[src/rtl/i2crs_pkg.sv]
package i2crs_pkg;
  localparam int unsigned BYTE_W = 8;
  localparam int unsigned CNT_W  = $clog2(BYTE_W + 2);

  localparam logic [4:0]        DEV_TYPE = 5'b01010;
  localparam logic [BYTE_W-1:0] AR_ADDR  = 8'h02;
  localparam logic [BYTE_W-1:0] TGT_ADDR = 8'h00;
  localparam logic [BYTE_W-1:0] SEL_CTRL = 8'h80;
  localparam logic [BYTE_W-1:0] SEL_NV   = 8'h00;

  typedef enum logic [2:0] {
    P_IDLE, P_DEVADDR, P_REGADDR, P_SEL, P_WDATA, P_RDATA, P_SKIP
  } phase_t;

  typedef enum logic {TGT_CTRL = 1'b0, TGT_NV = 1'b1} tgt_t;
endpackage

[src/rtl/i2crs_bus_cond.sv]
module i2crs_bus_cond #(
  parameter int unsigned SYNC_STAGES = 2
) (
  input  logic clk,
  input  logic rst_n,
  input  logic scl_i,
  input  logic sda_i,
  output logic scl_s,
  output logic sda_s,
  output logic scl_rise,
  output logic scl_fall,
  output logic bus_start,
  output logic bus_stop
);
  logic [SYNC_STAGES-1:0] scl_ff, sda_ff;
  logic scl_p, sda_p;

  always_ff @(posedge clk or negedge rst_n) begin
    if (!rst_n) begin
      scl_ff <= '1;
      sda_ff <= '1;
      scl_p  <= 1'b1;
      sda_p  <= 1'b1;
    end else begin
      scl_ff <= {scl_ff[SYNC_STAGES-2:0], scl_i};
      sda_ff <= {sda_ff[SYNC_STAGES-2:0], sda_i};
      scl_p  <= scl_ff[SYNC_STAGES-1];
      sda_p  <= sda_ff[SYNC_STAGES-1];
    end
  end

  assign scl_s     = scl_ff[SYNC_STAGES-1];
  assign sda_s     = sda_ff[SYNC_STAGES-1];
  assign scl_rise  = scl_s & ~scl_p;
  assign scl_fall  = ~scl_s & scl_p;
  assign bus_start = scl_s & scl_p & sda_p & ~sda_s;
  assign bus_stop  = scl_s & scl_p & ~sda_p & sda_s;

  // start and stop conditions are mutually exclusive
  a_r4_cond_exclusive: assert property (@(posedge clk) disable iff (!rst_n)
    !(bus_start && bus_stop));
endmodule

[src/rtl/i2crs_decode.sv]
module i2crs_decode
  import i2crs_pkg::*;
(
  input  phase_t            phase,
  input  logic [BYTE_W-1:0] rx_byte,
  input  logic [1:0]        strap,
  input  logic              wr_ready,
  output logic              ack,
  output phase_t            nxt,
  output logic              sel_we,
  output tgt_t              sel_val,
  output logic              wr_fire
);
  logic addr_hit;
  assign addr_hit = (rx_byte[7:3] == DEV_TYPE) && (rx_byte[2:1] == strap);

  always_comb begin
    ack     = 1'b0;
    nxt     = P_SKIP;
    sel_we  = 1'b0;
    sel_val = TGT_CTRL;
    wr_fire = 1'b0;
    unique case (phase)
      P_DEVADDR: begin
        ack = addr_hit;
        nxt = rx_byte[0] ? P_RDATA : P_REGADDR;
      end
      P_REGADDR: begin
        if (rx_byte == AR_ADDR) begin
          ack = 1'b1;
          nxt = P_SEL;
        end else if (rx_byte == TGT_ADDR) begin
          ack = 1'b1;
          nxt = P_WDATA;
        end
      end
      P_SEL: begin
        if (rx_byte == SEL_CTRL) begin
          ack = 1'b1; sel_we = 1'b1; sel_val = TGT_CTRL;
        end else if (rx_byte == SEL_NV) begin
          ack = 1'b1; sel_we = 1'b1; sel_val = TGT_NV;
        end
      end
      P_WDATA: begin
        wr_fire = 1'b1;
        ack     = wr_ready;
        nxt     = P_WDATA;
      end
      default: ;
    endcase
  end
endmodule

[src/rtl/i2crs_link.sv]
module i2crs_link
  import i2crs_pkg::*;
(
  input  logic              clk,
  input  logic              rst_n,
  input  logic              scl_s,
  input  logic              sda_s,
  input  logic              scl_rise,
  input  logic              scl_fall,
  input  logic              bus_start,
  input  logic              bus_stop,
  input  logic [1:0]        strap,
  input  logic              wr_ready,
  input  logic [BYTE_W-1:0] ctl_rd,
  input  logic [BYTE_W-1:0] nv_rd,
  output logic              sda_oe,
  output logic              wr_valid,
  output logic              wr_target,
  output logic [BYTE_W-1:0] wr_data
);
  localparam logic [CNT_W-1:0] C_LAST = CNT_W'(BYTE_W - 1);
  localparam logic [CNT_W-1:0] C_ACK  = CNT_W'(BYTE_W);
  localparam logic [CNT_W-1:0] C_END  = CNT_W'(BYTE_W + 1);

  phase_t            phase, nxt_q;
  logic [CNT_W-1:0]  cnt;
  logic [BYTE_W-1:0] rsh, tsh;
  logic              mnak, oe_q;
  tgt_t              sel_q;

  logic              rx_phase, byte_done;
  logic [BYTE_W-1:0] rx_byte, rd_byte;
  logic              dec_ack, dec_sel_we, dec_wr_fire;
  phase_t            dec_nxt;
  tgt_t              dec_sel;

  assign rx_phase  = (phase == P_DEVADDR) || (phase == P_REGADDR) ||
                     (phase == P_SEL)     || (phase == P_WDATA);
  assign rx_byte   = {rsh[BYTE_W-2:0], sda_s};
  assign byte_done = rx_phase && scl_rise && (cnt == C_LAST);
  assign rd_byte   = (sel_q == TGT_CTRL) ? ctl_rd : nv_rd;

  i2crs_decode u_decode (
    .phase    (phase),
    .rx_byte  (rx_byte),
    .strap    (strap),
    .wr_ready (wr_ready),
    .ack      (dec_ack),
    .nxt      (dec_nxt),
    .sel_we   (dec_sel_we),
    .sel_val  (dec_sel),
    .wr_fire  (dec_wr_fire)
  );

  always_ff @(posedge clk or negedge rst_n) begin
    if (!rst_n) begin
      phase <= P_IDLE;
      nxt_q <= P_IDLE;
      cnt   <= '0;
      rsh   <= '0;
      tsh   <= '0;
      mnak  <= 1'b1;
      oe_q  <= 1'b0;
      sel_q <= TGT_CTRL;
    end else if (bus_start) begin
      phase <= P_DEVADDR;
      cnt   <= '0;
      oe_q  <= 1'b0;
    end else if (bus_stop) begin
      phase <= P_IDLE;
      cnt   <= '0;
      oe_q  <= 1'b0;
    end else if (rx_phase) begin
      if (scl_rise) begin
        if (cnt <= C_LAST) begin
          rsh <= rx_byte;
          cnt <= cnt + 1'b1;
          if (cnt == C_LAST) begin
            if (dec_ack) nxt_q <= dec_nxt;
            else         phase <= P_SKIP;
            if (dec_sel_we) sel_q <= dec_sel;
          end
        end else if (cnt == C_ACK) begin
          cnt <= C_END;
        end
      end else if (scl_fall) begin
        if (cnt == C_ACK) begin
          oe_q <= 1'b1;
        end else if (cnt == C_END) begin
          oe_q  <= 1'b0;
          cnt   <= '0;
          phase <= nxt_q;
          if (nxt_q == P_RDATA) begin
            tsh  <= rd_byte;
            oe_q <= ~rd_byte[BYTE_W-1];
          end
        end
      end
    end else if (phase == P_RDATA) begin
      if (scl_rise) begin
        if (cnt <= C_LAST) begin
          cnt <= cnt + 1'b1;
        end else if (cnt == C_ACK) begin
          mnak <= sda_s;
          cnt  <= C_END;
        end
      end else if (scl_fall) begin
        if ((cnt != '0) && (cnt <= C_LAST)) begin
          tsh  <= {tsh[BYTE_W-2:0], 1'b0};
          oe_q <= ~tsh[BYTE_W-2];
        end else if (cnt == C_ACK) begin
          oe_q <= 1'b0;
        end else if (cnt == C_END) begin
          cnt <= '0;
          if (!mnak) begin
            tsh  <= rd_byte;
            oe_q <= ~rd_byte[BYTE_W-1];
          end else begin
            phase <= P_SKIP;
          end
        end
      end
    end
  end

  assign sda_oe    = oe_q;
  assign wr_valid  = byte_done && dec_wr_fire;
  assign wr_target = sel_q;
  assign wr_data   = rx_byte;

  // SDA is never newly pulled low while SCL stays high
  a_r9_no_pull_scl_high: assert property (@(posedge clk) disable iff (!rst_n)
    (scl_s && $past(scl_s)) |-> !$rose(oe_q));
  // an unmatched address byte sends the link to the ignore phase
  a_r3_mismatch_skips: assert property (@(posedge clk) disable iff (!rst_n)
    (byte_done && phase == P_DEVADDR &&
     !(rx_byte[7:3] == DEV_TYPE && rx_byte[2:1] == strap)) |=> (phase == P_SKIP));
  // while ignoring, nothing is driven and nothing is written
  a_r3_skip_silent: assert property (@(posedge clk) disable iff (!rst_n)
    (phase == P_SKIP) |-> (!oe_q && !wr_valid));
  // start restarts at the address byte, stop goes idle
  a_r4_start_restarts: assert property (@(posedge clk) disable iff (!rst_n)
    bus_start |=> (phase == P_DEVADDR && cnt == '0));
  a_r4_stop_idles: assert property (@(posedge clk) disable iff (!rst_n)
    bus_stop |=> (phase == P_IDLE));
  // the selection moves only on a select-code byte
  a_r6_sel_only_from_sel: assert property (@(posedge clk) disable iff (!rst_n)
    !$stable(sel_q) |-> ($past(phase) == P_SEL));
  // a write strobe only arises in the data phase of a write
  a_r7_strobe_in_wdata: assert property (@(posedge clk) disable iff (!rst_n)
    wr_valid |-> (phase == P_WDATA && scl_rise));
  // the bit counter stays within a byte plus its acknowledge slot
  a_r2_cnt_range: assert property (@(posedge clk) disable iff (!rst_n)
    cnt <= C_END);
endmodule

[src/rtl/i2c_regsel_slave.sv]
module i2c_regsel_slave
  import i2crs_pkg::*;
#(
  parameter int unsigned SYNC_STAGES = 2
) (
  input  logic              clk,
  input  logic              rst_n,
  input  logic              scl_i,
  input  logic              sda_i,
  output logic              sda_o,
  output logic              sda_oe,
  input  logic [1:0]        strap_i,
  output logic              wr_valid,
  input  logic              wr_ready,
  output logic              wr_target,
  output logic [BYTE_W-1:0] wr_data,
  input  logic [BYTE_W-1:0] ctl_rd_i,
  input  logic [BYTE_W-1:0] nv_rd_i
);
  logic scl_s, sda_s, scl_rise, scl_fall, bus_start, bus_stop;

  i2crs_bus_cond #(.SYNC_STAGES(SYNC_STAGES)) u_cond (
    .clk       (clk),
    .rst_n     (rst_n),
    .scl_i     (scl_i),
    .sda_i     (sda_i),
    .scl_s     (scl_s),
    .sda_s     (sda_s),
    .scl_rise  (scl_rise),
    .scl_fall  (scl_fall),
    .bus_start (bus_start),
    .bus_stop  (bus_stop)
  );

  i2crs_link u_link (
    .clk       (clk),
    .rst_n     (rst_n),
    .scl_s     (scl_s),
    .sda_s     (sda_s),
    .scl_rise  (scl_rise),
    .scl_fall  (scl_fall),
    .bus_start (bus_start),
    .bus_stop  (bus_stop),
    .strap     (strap_i),
    .wr_ready  (wr_ready),
    .ctl_rd    (ctl_rd_i),
    .nv_rd     (nv_rd_i),
    .sda_oe    (sda_oe),
    .wr_valid  (wr_valid),
    .wr_target (wr_target),
    .wr_data   (wr_data)
  );

  assign sda_o = 1'b0;

  // the bus is released while reset is held
  a_r1_reset_release: assert property (@(posedge clk) !rst_n |-> !sda_oe);
endmodule

[config.mk]
export PLATFORM = sky130hd
export DESIGN_NAME = i2c_regsel_slave
export DESIGN_NICKNAME = d
export VERILOG_FILES = /design/src/rtl/i2crs_pkg.sv /design/src/rtl/i2crs_bus_cond.sv /design/src/rtl/i2crs_decode.sv /design/src/rtl/i2crs_link.sv /design/src/rtl/i2c_regsel_slave.sv
export SDC_FILE = /design/constraint.sdc
export NUM_CORES = 1
export LEC_CHECK = 0
export ABC_AREA = 1
export BUFFER_PORTS_ARGS = -buffer_cell sky130_fd_sc_hd__buf_2
export CAP_MARGIN = 5
export CORE_MARGIN = 2
export CORE_UTILIZATION = 45
export CTS_CLUSTER_SIZE = 12
export DETAILED_ROUTE_END_ITERATION = 7
export GPL_ROUTABILITY_DRIVEN = 0
export PLACE_DENSITY = 0.73
export RECOVER_POWER = 50
export SYNTH_ARGS = -nofsm -noshare
export SYNTH_HDL_FRONTEND = slang
export SYNTH_HIERARCHICAL = 1
export SYNTH_SLANG_ARGS = --single-unit
[constraint.sdc]
create_clock -name clk -period 1.7 [get_ports clk]
set_input_delay 0.425 -clock clk [delete_from_list [all_inputs] [get_ports clk]]
set_output_delay 0.425 -clock clk [all_outputs]
set_load 0.02 [all_outputs]
==> results.cfg, run 1 <==
[run_status]
status = complete, but fails checks
violations = negative setup slack

[clock_network]
clkLatencyLatePin_ns = 0.29
cts_max_level = 2
cts.sinks = 33
cts_buffers = 5
clkTransAtPathRegs_ns = 0.07
cts_hold_buf = 0
cts_tree = yes
cts_root_buf = clkbuf_8
cts_max_path_buffers = 2

[layout]
post-route-util = 0.6531
diodes = 0
final_cell_mix = nand2_1 (108), nor2_1 (41), buf_4 (40)
final_cell_area_sq_mm = 0.003336
mostFrequentLayoutCell = nand2_1
syn_to_final_growth_pct = 40.32
drive_gt1_frac = 0.3931
final_nets = 460

[floorplan]
boundaryPins = 35
start_util = 0.4655
die_width_um = 76.69
row_count = 26
die_h_um = 76.69
core_sq_mm = 0.005107
dieArea_sq_mm = 0.005881

[sta]
layout_min_cycle_time_ns = 1.814
whs_ns = 0.2105
max_freq_mhz = 551.3
fin_worst_skew_ns = 0.003997
max_slew.worst_pin.slew_ns = 0.8310
period_share = 1.067
fin_ws_ns = -0.1138
finalMaxSlewViolations = 0
setup_viol = 8
final-hold-violation-count = 0
rsz0062_at_grt = true
relSlewSlack = 0.4460

[place]
portBuffers = 33
placed_cell_area_sq_mm = 0.002805
hpwlAfterDp_um = 4310
pre_cts_slack_ns = -0.08176

[routing]
drtIter0Drc = 172
vias_per_cell = 5.059
ant_nets = 0
vias = 2555
drc_errors = 0
wirelength_um = 6503
wl_per_cell_um = 12.88
first_pass_iters = 5

[pwr]
power_density_mw_per_mm2 = 1340
finalPower_mw = 4.470
p_leak_nw = 1.697
peakVddDrop_mv = 0.9246

[worst_hold_path]
hold_class = in -> async

[global_routing]
grt_max_degree = 20
grt_pass1_vias = 2305
overflow = 0
grt_pass1_wl_um = 9763
antenna_found_initial = 0
grt_usage = 0.2052

[setup_path]
crit_required_ns = 1.27
critPathKind = reg -> out
reg2reg_slack_ns = -0.03
r2r-start = u_cond/scl_ff[1]
r2r_cells = 9
cp-startpoint = u_link/phase[1]
cp-start-kind = flip-flop
r2r_end = u_link/rsh[4]
arrival_ns = 1.39
cp_max_fo = 4
cp-end-kind = output pin

[synth]
synth_cell_types = 34
netlist_instances = 350
synth_fp_nets = 376
syn_area_per_cell_sq_um = 6.792
ys_ff_latch = 33
yosysSeqAreaShare = 0.3511
netlist_area_sq_mm = 0.002377
yosysWarnings = 6

[run]
drv_cap = 0
## logic make-up after synthesis
logic type      count (synthesis)  share of synthesized area
buf+inv                        49                    0.08842
xor+xnor                        1                   0.003685
mux                             3                    0.01737
fa+ha+maj                       3                    0.01579
compound gates                 31                    0.07157
flops                          33                     0.3511
other cells                     1                   0.001577
simple gates                  229                     0.4505
## worst max path at each step
stage | to | slack (ns) | cells after the start
3_3_place_gp | u_link/rsh[4] | -0.04 | 7
6_report | wr_valid | -0.11 | 6
2_1_floorplan | u_link/rsh[0] | -0.05 | 9
5_1_grt | wr_valid | -0.20 | 6
3_5_place_dp | u_link/rsh[4] | -0.08 | 7
4_1_cts | wr_valid | -0.1 | 6
## power by group
part / internal [mW] / switching (mW)
clock: 0.287 / 0.308
combinational: 1.19 / 1.42
sequential: 1.01 / 0.247
## metrics by stage
step / TNS (ns) / instances
floorplan: -0.1015 / 350
global placement: -0.08474 / 473
detailed placement: -0.4521 / 473
CTS: -0.1289 / 493
global route: -1.545 / 505
finish: -0.2618 / 505
## cell type report
class	count	area (sq um)
Timing Repair Buffer	84	628.1
Tap cell	70	87.58
Clock buffer	5	68.82
Multi-Input combinational cell	268	1526
Inverter	42	165.2
Sequential cell	33	837.1
Clock inverter	3	22.52
Fill cell	421	1772
## flip-flops by register name (all words and copies together), names as in the netlist
| signal | count |
|---|---|
| u_link/tsh | 7 |
| u_cond/scl_p | 1 |
| u_cond/scl_ff | 2 |
| u_link/cnt | 4 |
| u_link/rsh | 7 |
| u_cond/sda_ff | 2 |
| u_cond/sda_p | 1 |
| u_link/wr_target | 1 |
| u_link/mnak | 1 |
| u_link/nxt_q | 3 |
| u_link/sda_oe | 1 |
| u_link/phase | 3 |
## timing repair
item,CTS,global route
pin swaps,5,25
gates cloned,0,1
buffers inserted,12,12
setup endpoints to repair,17,28
gates resized for setup,20,44
## routing by layer
metal  GRT usage  share of wire  vias to the layer above
met5           0              0                        -
met4     0.09091          0.034                        0
met3     0.03412          0.049                       25
met2      0.3544           0.52                       91
met1      0.2509           0.39                     1172
li1            -              -                     1267
## synthesized netlist by cell type
| cell type | number | area share |
|---|---|---|
| o21ai_0 | 13 | 0.027 |
| nand4_1 | 6 | 0.016 |
| xnor2_1 | 1 | 0.0037 |
| nor3_1 | 2 | 0.0042 |
| ha_1 | 3 | 0.016 |
| buf_4 | 2 | 0.0063 |
| nand3_2 | 5 | 0.021 |
| nor2_2 | 6 | 0.016 |
| nor2_1 | 48 | 0.076 |
| clkinv_1 | 1 | 0.0016 |
| buf_6 | 2 | 0.0095 |
| nand3b_4 | 1 | 0.0084 |
| o21ai_2 | 4 | 0.015 |
| nor2_8 | 1 | 0.0084 |
| inv_1 | 35 | 0.055 |
| a21oi_1 | 11 | 0.023 |
| dfrtp_1 | 26 | 0.27 |
| conb_1 | 1 | 0.0016 |
| buf_2 | 3 | 0.0063 |
| inv_2 | 6 | 0.0095 |
| o21ai_1 | 3 | 0.0063 |
| or2_0 | 1 | 0.0026 |
| nand2_2 | 8 | 0.021 |
| mux2_2 | 1 | 0.0047 |
| nor4_1 | 1 | 0.0026 |
| nand2_1 | 117 | 0.18 |
| mux2_4 | 2 | 0.013 |
| nand3_1 | 24 | 0.051 |
| dfstp_2 | 7 | 0.077 |
| nor3_4 | 1 | 0.0068 |
| nor2_4 | 3 | 0.014 |
| nand2_4 | 2 | 0.0095 |
| nand3b_1 | 2 | 0.0063 |
| and2_1 | 1 | 0.0026 |
## critical path: stages, from the launching register on
cell     delay (ns)
dfrtp_2        0.43
buf_6          0.13
o21ai_4        0.21
nand2_8        0.07
nand4_1        0.09
inv_1          0.05
buf_6          0.12
Power figures use the tool's default switching activity.
==> run 2: changes to the inputs <==
ABC_AREA = 0   (was 1)
CORE_ASPECT_RATIO = 0.75   (was default)
PLACE_DENSITY = 0.74   (was 0.73)
==> run 2 against run 1 <==
The run still ends with negative setup slack left. Utilization rose by 12 points. Hold slack lost 0.021 ns. Critical path type unchanged. Critical path depth unchanged. Non-clock buffer count grew 35. Synthesized cell count is 41% lower. Sequential power decreased by 11%. Highest routed layer unchanged. Critical endpoint unchanged. Worst setup slack lost 0.43 ns. Count of clock-buffer cells in the layout unchanged. Clock power about the same. Register-to-register slack worse by 0.46 ns. Power shrank 7.4%. Sequential share of layout area shrank 1.0 points.
==> results.cfg, run 2 <==
[clock_network]
cts_max_level = 2
cts_max_path_buffers = 2
cts.sinks = 33
cts_buffers = 5
cts_root_buf = clkbuf_8
cts_tree = yes
clkLatencyLatePin_ns = 0.30
clkTransAtPathRegs_ns = 0.08

[setup_path]
cp_max_fo = 12
crit_required_ns = 1.27
cp-start-kind = flip-flop
arrival_ns = 1.82
cp-end-kind = output pin
critPathKind = reg -> out

[place]
portBuffers = 33
hpwlAfterDp_um = 4230
pre_cts_slack_ns = -0.3856
placed_cell_area_sq_mm = 0.002843

[synth]
ys_ff_latch = 33
synth_fp_nets = 234
synth_cell_types = 58
netlist_instances = 208
synth_top_area_share = 0.3055
yosysWarnings = 6
yosysSeqAreaShare = 0.3919
synth_edf_count = 0
synth_top_area_cell = dfrtp_1
syn_area_per_cell_sq_um = 10.24
ys.flop_type = dfrtp_1
netlist_area_sq_mm = 0.002130
yosys-top-cells-count = dfrtp_1 (26), mux2_2 (20), nand2_1 (19)
synthArstFlopShare = 1.000
synth_area_leaders = dfrtp_1 (31%), mux2_2 (11%), dfstp_2 (8.6%)
synth_most_common_cell = dfrtp_1

[routing]
wirelength_um = 7653
wl_per_cell_um = 20.03
vias = 2266
first_pass_iters = 4
ant_nets = 0
drc_errors = 0
drtIter0Drc = 199
vias_per_cell = 5.932

[run_status]
status = complete, but fails checks
violations = negative setup slack

[layout]
fillers = 275
final_cell_mix = buf_4 (59), buf_2 (31), buf_6 (25), dfrtp_1 (25), nand2_1 (14)
diodes = 0
top_regs = u_link/rsh (7), u_link/tsh (7), u_link/cnt (4)
post-route-util = 0.7691
mostFrequentLayoutCell = buf_4
drive_gt1_frac = 0.6400
syn_to_final_growth_pct = 63.22
final_cell_area_sq_mm = 0.003476
final_nets = 350

[floorplan]
die_h_um = 63.58
boundaryPins = 35
row_count = 21
core_sq_mm = 0.004519
die_width_um = 83.44
dieArea_sq_mm = 0.005304
start_util = 0.4712

[sta]
fin_ws_ns = -0.5450
finalMaxSlewViolations = 0
setup_viol = 27
whs_ns = 0.1897
fin_worst_skew_ns = 0.01326
rsz0062_at_grt = true
layout_min_cycle_time_ns = 2.245
final.setup.tns_ns = -9.717
max_freq_mhz = 445.4
relSlewSlack = 0.4665
max_slew.worst_pin.slew_ns = 0.8003
final-hold-violation-count = 0
period_share = 1.321

[global_routing]
grt_pass1_vias = 2249
grt_usage = 0.2672
grt_pass1_wl_um = 11140
antenna_found_initial = 0
overflow = 0
grt_max_degree = 20

[pwr]
p_leak_nw = 1.578
power_density_mw_per_mm2 = 1190
peakVddDrop_mv = 0.8212

[run]
drv_cap = 0

[worst_hold_path]
hold_class = in -> async
## run 2: cell count changes in the layout (fill, tap and decap cells not counted), sizes merged, moves of 17 or more
cell / before / now
buf: 81 / 117
nand3: 29 / 5
inv: 41 / 6
nand2: 127 / 19
mux2: 3 / 20
nor2: 58 / 7
## run 2: cell type report
cell class,instances,area [sq um],area share
clock buffer,5,68.82,0.01980
tap,57,71.32,0.02052
sequential,33,835.8,0.2405
timing repair buffer,119,923.4,0.2657
clock inverter,3,17.52,0.005040
multi-input combinational,159,1536,0.4420
inverter,6,22.52,0.006479
## run 2: logic make-up after synthesis
family / Yosys count / share of synthesized area
DFF: 33 / 0.3919
and+or+nand+nor: 79 / 0.2327
xor gates and xnor gates: 3 / 0.01234
buffers and inverters: 16 / 0.03583
AOI/OAI and AO/OA: 42 / 0.1504
other: 1 / 0.001761
adders and majority gates: 3 / 0.01763
muxes: 31 / 0.1575
## run 2: worst paths after layout
| check | startpoint | endpoint | slack [ns] | depth (start not counted) |
|---|---|---|---|---|
| setup / recovery | u_link/phase[2] | wr_valid | -0.54 | 6 |
| max in group asynchronous | rst_n | u_link/nxt_q[2] | 0.53 | 2 |
| min in group clk | scl_i | u_cond/scl_ff[0] | 0.23 | 1 |
| hold / removal | rst_n | u_link/tsh[1] | 0.19 | 1 |
| hold reg to reg | u_cond/scl_ff[0] | u_cond/scl_ff[1] | 0.36 | 0 |
| setup reg to reg | u_link/phase[0] | u_link/tsh[0] | -0.49 | 7 |
## run 2: metal layers
layer  vias to the layer above  global-route usage  part of all wire
li1                       1003                   -                 -
met1                      1093              0.3388              0.39
met2                       127              0.4546              0.48
met3                        43             0.05374             0.076
met4                         0             0.09879             0.048
met5                         -                   0                 0
## run 2: timing repair
action,4_1_cts,5_1_grt
gates cloned,0,0
hold buffers,0,0
pin swaps,18,15
setup endpoints to repair,28,28
hold endpoints to repair,0,0
buffers inserted,16,11
gates resized for setup,63,30
## run 2: where the power goes
| part | total (mW) | internal (mW) | switching, mW |
|---|---|---|---|
| sequential | 1.12 | 0.938 | 0.180 |
| clock | 0.596 | 0.282 | 0.313 |
| combinational | 2.42 | 1.22 | 1.21 |
## run 2: critical path: stages, from the launching register on
cell     delay, ns
dfrtp_1       0.44
buf_6         0.18
o21a_1        0.14
buf_6         0.13
nor4_4        0.28
and3_4        0.24
buf_6         0.11
## run 2: through the flow
stage	total power, mW	instances
after global routing	4.313	382
after global placement	2.733	348
after floorplan	2.084	208
after detailed placement	2.793	348
after CTS	3.751	372
final	4.137	382
